File: src/rtl/nvram_serial_port.sv
module nvram_serial_port #(
  parameter int DW = 16
) (
  input  logic          clk,
  input  logic          rst_n,
  input  logic          cs_i,
  input  logic          sck_i,
  input  logic          sdi_i,
  output logic          sdo_o,
  output logic          sdo_oe_o,
  output logic [3:0]    ram_addr_o,
  output logic [DW-1:0] ram_wdata_o,
  output logic          ram_we_o,
  input  logic [DW-1:0] ram_rdata_i,
  input  logic          wr_en_i,
  input  logic          busy_i,
  output logic          cmd_wren_o,
  output logic          cmd_wrds_o,
  output logic          cmd_sto_o,
  output logic          cmd_rcl_o,
  output logic          cmd_enas_o
);
  localparam int BW = (DW > 1) ? $clog2(DW) : 1;
  localparam logic [BW-1:0] LAST = BW'(DW - 1);

  typedef enum logic [2:0] {S_IDLE, S_INSTR, S_WDATA, S_RWAIT, S_RDATA, S_HOLD} st_t;

  st_t            st;
  logic [1:0]     cs_y, sdi_y;
  logic [2:0]     sck_y;
  logic [6:0]     ir;
  logic [2:0]     icnt;
  logic [DW-1:0]  wsh, rsh;
  logic [BW-1:0]  widx;
  logic           got, ld, oe;
  logic [4:0]     cmd;

  wire cs_s  = cs_y[1];
  wire sdi_s = sdi_y[1];
  wire sck_r = sck_y[1] & ~sck_y[2];
  wire sck_f = ~sck_y[1] & sck_y[2];
  wire [7:0] inst = {ir, sdi_s};

  assign sdo_o      = oe & rsh[0];
  assign sdo_oe_o   = oe;
  assign cmd_wren_o = cmd[0];
  assign cmd_wrds_o = cmd[1];
  assign cmd_sto_o  = cmd[2];
  assign cmd_rcl_o  = cmd[3];
  assign cmd_enas_o = cmd[4];

  always_ff @(posedge clk or negedge rst_n) begin
    if (!rst_n) begin
      cs_y        <= '0;
      sdi_y       <= '0;
      sck_y       <= '0;
      st          <= S_IDLE;
      ir          <= '0;
      icnt        <= '0;
      wsh         <= '0;
      rsh         <= '0;
      widx        <= '0;
      got         <= 1'b0;
      ld          <= 1'b0;
      oe          <= 1'b0;
      cmd         <= '0;
      ram_addr_o  <= '0;
      ram_wdata_o <= '0;
      ram_we_o    <= 1'b0;
    end else begin
      cs_y     <= {cs_y[0], cs_i};
      sdi_y    <= {sdi_y[0], sdi_i};
      sck_y    <= {sck_y[1:0], sck_i};
      cmd      <= '0;
      ram_we_o <= 1'b0;
      if (!cs_s) begin
        if (st == S_WDATA && got) begin
          ram_we_o    <= wr_en_i & ~busy_i;
          ram_wdata_o <= wsh;
        end
        st  <= S_IDLE;
        oe  <= 1'b0;
        got <= 1'b0;
      end else begin
        case (st)
          S_IDLE: if (sck_r && sdi_s) begin
            ir   <= 7'd1;
            icnt <= 3'd1;
            st   <= S_INSTR;
          end
          S_INSTR: if (sck_r) begin
            ir   <= inst[6:0];
            icnt <= icnt + 3'd1;
            if (icnt == 3'd7) begin
              ram_addr_o <= inst[6:3];
              st         <= S_HOLD;
              casez (inst[2:0])
                3'b000: cmd[1] <= ~busy_i;
                3'b001: cmd[2] <= ~busy_i;
                3'b010: cmd[4] <= ~busy_i;
                3'b100: cmd[0] <= ~busy_i;
                3'b101: cmd[3] <= ~busy_i;
                3'b011: begin
                  st   <= S_WDATA;
                  ld   <= 1'b0;
                  widx <= '0;
                end
                default: st <= S_RWAIT;
              endcase
            end
          end
          S_WDATA: begin
            if (!ld) begin
              wsh <= ram_rdata_i;
              ld  <= 1'b1;
            end else if (sck_r) begin
              wsh[widx] <= sdi_s;
              widx      <= (widx == LAST) ? '0 : widx + 1'b1;
              got       <= 1'b1;
            end
          end
          S_RWAIT: if (sck_f) begin
            rsh <= ram_rdata_i;
            oe  <= 1'b1;
            st  <= S_RDATA;
          end
          S_RDATA: if (sck_r) rsh <= {rsh[0], rsh[DW-1:1]};
          default: ;
        endcase
      end
    end
  end
endmodule

File: config.mk
export PLATFORM = sky130hd
export DESIGN_NAME = nvram_serial_port
export DESIGN_NICKNAME = d
export VERILOG_FILES = /design/src/rtl/nvram_serial_port.sv
export SDC_FILE = /design/constraint.sdc
export NUM_CORES = 1
export LEC_CHECK = 0
export BUFFER_PORTS_ARGS = -buffer_cell sky130_fd_sc_hd__buf_2
export CORE_ASPECT_RATIO = 1.4
export CORE_MARGIN = 3
export CORE_UTILIZATION = 55
export DETAILED_ROUTE_END_ITERATION = 10
export GPL_ROUTABILITY_DRIVEN = 0
export PLACE_DENSITY = 0.77
export SLEW_MARGIN = 15
export SYNTH_ARGS = -nofsm -noshare
export SYNTH_HDL_FRONTEND = slang
export SYNTH_SLANG_ARGS = --single-unit
File: constraint.sdc
create_clock -name clk -period 3.3 [get_ports clk]
set_input_delay 0.495 -clock clk [delete_from_list [all_inputs] [get_ports clk]]
set_output_delay 0.495 -clock clk [all_outputs]
set_load 0.03 [all_outputs]
## Yosys cells after proc, flatten, opt, wreduce, memory -nomap -nowiden

Cells that the tools add are included.
Widths: inputs -> output; s select.

- Flip-flop bits (word level): 84
- Bits of input ports: 23
- Output and inout bits: 28
- Logic and storage cells: 126

- $add $sub $neg: 2
- Order comparisons: 2
- Equality and inequality tests: 30
- Multiplexer cells: 49
- Bitwise operators: 8
- Reduce and logical (&&, ||, !) cells: 19

Operators by type and width:

| cell | count |
|---|---|
| $mux 16 | 4 |
| $pmux 16 s2 | 1 |
| $mux 4 | 6 |
| $mux 5 | 4 |
| $mux 1 | 18 |
| $mux 3 | 6 |
| $bwmux 16 | 1 |
| $ne 2x1->1 const B | 7 |
| $ne 2x2->1 const B | 7 |
| $eq 3x2->1 const B | 4 |
| $eq 3x3->1 const B | 4 |
| $mux 6 | 2 |
| $ne 3x3->1 const B | 4 |
| $pmux 3 s2 | 2 |
| $pmux 6 s2 | 1 |
| $reduce_and 4->1 | 3 |
| $reduce_and 5->1 | 2 |
| $pmux 3 s3 | 1 |
| $pmux 4 s2 | 1 |
| $reduce_and 7->1 | 1 |
| $eq 3x1->1 const B | 2 |
| $logic_not 3->1 | 2 |
| $reduce_and 3->1 | 2 |
| $reduce_bool 2->1 | 3 |
| other kinds (13) | 22 |

## Depth between registers and ports, before layout

- Depth after elaboration: 7
- Depth in mapped cells: 7
- Gate-level depth less buffers: 6

## Worst setup path before layout

Ideal clock, no wire load.

- Path type: flip-flop to flip-flop
- Start point: register sck_y[2]
- End point: register ram_addr_o[0]
- Setup time: 0.125 ns
- Arrival: 1.666 ns
- Data required time: 3.175 ns
- Slack: 1.509 ns
- Cell stages (with the launch flop): 6
- Buffers on the path: 2
- Period minus slack after synthesis: 1.791 ns
- Cell sequence: dfrtp_1 > or3b_1 > buf_2 > or3_1 > buf_6 > mux2_4

- Word-level cells in the longest chain between the ends: 3

Ends and longest elaborated chain:

| element | line | RTL |
|---|---|---|
| from (decl) | 30 | `logic [2:0] sck_y;` |
| from (signal assigned) | 73 | `sck_y <= {sck_y[1:0], sck_i};` |
| $not 1->1 | 40 | `wire sck_r = sck_y[1] & ~sck_y[2];` |
| $and 1x1->1 | 40 |  |
| $reduce_and 4->1 (no source line) | -- |  |
| to (signal assigned) | 95 | `ram_addr_o <= inst[6:3];` |
| to (decl) | 11 | `output logic [3:0] ram_addr_o,` |

No other way between the ends.
A chain may end at the register's enable or synchronous reset.

## Worst setup path in the final report

- Start point: register st[1]
- End point: register ram_wdata_o[0]

- Word-level cells in the longest chain between the ends: 3

Ends and longest elaborated chain:

| element | line | RTL |
|---|---|---|
| from (decl) | 28 | `st_t st;` |
| from (signal assigned) | 57 | `st <= S_IDLE;` |
| from (signal assigned) | 81 | `st <= S_IDLE;` |
| from (signal assigned) | 89 | `st <= S_INSTR;` |
| $eq 3x2->1 | 77 | `if (st == S_WDATA && got) begin` |
| $logic_and 1x1->1 | 77 |  |
| $reduce_and 2->1 (no source line) | -- |  |
| to (signal assigned) | 79 | `ram_wdata_o <= wsh;` |
| to (decl) | 12 | `output logic [DW-1:0] ram_wdata_o,` |

No other way between the ends.

==> impl_metrics.json <==
{
  "status": "completed",
  "htreeDepth": 3,
  "ys.flop_type": "dfrtp_1",
  "hold_class": "in -> reg",
  "fin_cells": 462,
  "place_area_sq_um": 4061,
  "wire_per_inst_um": 17.51,
  "nets": 396,
  "clockBufferDepth": 2,
  "synth_top_area_share_pct": 55.78,
  "critPathLaunchType": "flop",
  "antenna_found_initial": 0,
  "path_cells": "nor3b_2, nand3b_1, mux2_2",
  "grt_first_pass_wirelength_um": 13720,
  "fin_tns_setup_ns": 0,
  "overflow": 0,
  "crit_path_max_fanout": 17,
  "setup_viol_count_final": 0,
  "initial_core_util_pct": 56.99,
  "diodes": 0,
  "cts-resized-gates": 0,
  "core_sq_um": 6613,
  "worst_pin_slew_ns": 1.010,
  "crit_family": "simple AND/OR/NAND/NOR gates",
  "clkTransAtPathRegs_ns": 0.08,
  "die_w_um": 75.96,
  "layout_setup_ws_ns": 1.102,
  "ant_nets": 0,
  "cts_buffers": 9,
  "yosysSeqAreaShare_pct": 55.78,
  "cts_sinks": 84,
  "async_flop_share_pct": 100.0,
  "critPathCaptureType": "flop",
  "portBuffers": 50,
  "cts_root_buffer": "clkbuf_8",
  "first_pass_iters": 4,
  "drc_errors": 0,
  "seq_area_sq_um": 2102,
  "period_needed_ns": 2.198,
  "worstPathArrival_ns": 2.44,
  "slowest_stage": "nand3b_1",
  "clk_latency_ns": 0.36,
  "track_usage_pct": 21.86,
  "fmax_mhz": 454.9,
  "dp_cells": 448,
  "drt-initial-drc-count": 284,
  "cp_num_buf_inv": 0,
  "ys_seq_elements": 84,
  "maxSlewViolCount": 0,
  "fin_crit_sh_pct": 66.62,
  "grt_max_degree": 85,
  "dp_hpwl_um": 5721,
  "synth_fp_nets": 355,
  "drv_cap": 0,
  "wl_um": 8091,
  "slew_headroom_pct": 32.63,
  "cellLeakagePower_uw": 0.001923,
  "ctsHoldBuffers": 0,
  "yosysWarnings": 0,
  "post-cts-setup-buffer-count": 0,
  "rsz0062_at_grt": "false",
  "fin_skew_ns": 0.01228,
  "ios": 51,
  "yosys.area.top_type": "dfrtp_1",
  "synth-edff-count": 0,
  "syn_to_final_growth_pct": 13.15,
  "die_height_um": 103.9,
  "multiInputGateArea_sq_um": 1535,
  "yosysMostFrequentCell": "dfrtp_1",
  "die_area_sq_um": 7896,
  "drive_gt1_share_pct": 25.68,
  "crit_required_ns": 3.54,
  "vias": 2724,
  "p_per_area_nw_per_um2": 467.6,
  "placementRows": 35,
  "finalInstanceArea_sq_um": 4264,
  "synth.top_cells.by_count": "84 x dfrtp_1, 39 x nor2_1, 22 x a21oi_1, 22 x a311oi_1, 19 x mux2i_1",
  "n_fill_cell": 505,
  "place_ws_ns": 1.091,
  "max_stage_delay_ns": 0.64,
  "via_per_inst": 5.896,
  "grt_pass1_vias": 2779,
  "tritoncts": "built",
  "hold_ws_ns": 0.2438,
  "syn_area_sq_um": 3769,
  "hold_viol_final": 0,
  "syn-instance-count": 326,
  "peakVddDrop_mv": 0.4479,
  "synth.distinct_cells": 45,
  "avgSynthCellArea_sq_um": 11.56,
  "worstSetupPathType": "reg -> reg",
  "yosys-top-cells-area": "dfrtp_1 56%, a311oi_1 5.1%, mux2i_1 5.0%, mux2_2 4.8%, nor2_1 3.9%"
}
[per-layer routing]
| layer | share of wire [%] | track usage (%) |
|---|---|---|
| met1 | 40 | 26.53 |
| met2 | 52 | 36.55 |
| met3 | 4.7 | 3.986 |
| met4 | 4.2 | 12.44 |
| met5 | 0 | 0 |
[placed cells by master (no fill, tap or decap), types with 2 or more instances in the layout]
cell and n:
inv_1 9, mux2i_1 19, a21oi_1 22, nand3b_1 9
mux2_4 4, o211ai_1 3, nor3b_2 2, mux2_2 16
nand4_1 2, and2_1 3, buf_2 49, a31oi_1 3
dfrtp_1 84, o21ai_0 4, nor3_1 3, o31ai_1 4
bufinv_16 2, nand3_1 3, and3_1 2, nand2_1 7
buf_4 4, nor4_1 5, a22o_1 7, clkinv_2 2
nor2b_1 3, a311oi_1 22, ha_1 6, clkbuf_8 9
nor2_1 39, a211oi_1 4
[cell type report]
class | instances | share of cell area [%]
clock buffers | 9 | 2.905
clock inverters | 5 | 1.849
inverters | 9 | 0.7923
multi-input cells | 210 | 36.00
flip-flops and latches | 84 | 49.30
well taps | 92 | 2.700
repair buffers | 53 | 6.455
[power breakdown]
group / total [uW] / internal [uW] / leakage, uW / switching [uW]
logic: 119 / 49.1 / 0.000791 / 69.8
registers: 1100 / 1070 / 0.00103 / 37.1
clock network: 771 / 416 / 0.000105 / 355
total: 1990 / 1530 / 0.00192 / 462
[logic make-up after synthesis]
| kind of cell | synth area share (%) |
|---|---|
| simple gates | 12.42 |
| flops | 55.78 |
| compound gates | 14.61 |
| mux | 11.42 |
| buf+inv | 3.785 |
| fa+ha+maj | 1.992 |
[state kept, by name, summed over array words and instances (netlist names)]
name         flops
widx             4
st               3
ld               1
ram_we_o         1
ir               6
icnt             3
cs_y             2
got              1
rsh             16
ram_addr_o       4
sdo_oe_o         1
wsh             16
sdi_y            2
cmd              5
sck_y            3
ram_wdata_o     16
[metrics by stage]
stage | util [%] | power, uW
2_1_floorplan | - | 1181
3_3_place_gp | 61.42 | 1238
3_5_place_dp | 61.42 | 1244
4_1_cts | 64.48 | 2004
5_1_grt | 64.48 | 2079
6_report | 64.48 | 1994
[final timing paths]
| check | cells past startpoint | from | end | slack [ns] |
|---|---|---|---|---|
| setup / recovery | 3 | st[1] | ram_wdata_o[0] | 1.10 |
| hold / removal | 1 | cs_i | cs_y[0] | 0.24 |
| setup reg to reg | 3 | st[1] | ram_wdata_o[0] | 1.10 |
| hold reg to reg | 0 | sdi_y[0] | sdi_y[1] | 0.35 |
| max in group asynchronous | 1 | rst_n | icnt[2] | 2.34 |
| min in group asynchronous | 1 | rst_n | ram_wdata_o[3] | 0.31 |
Power figures use the tool's default switching activity.
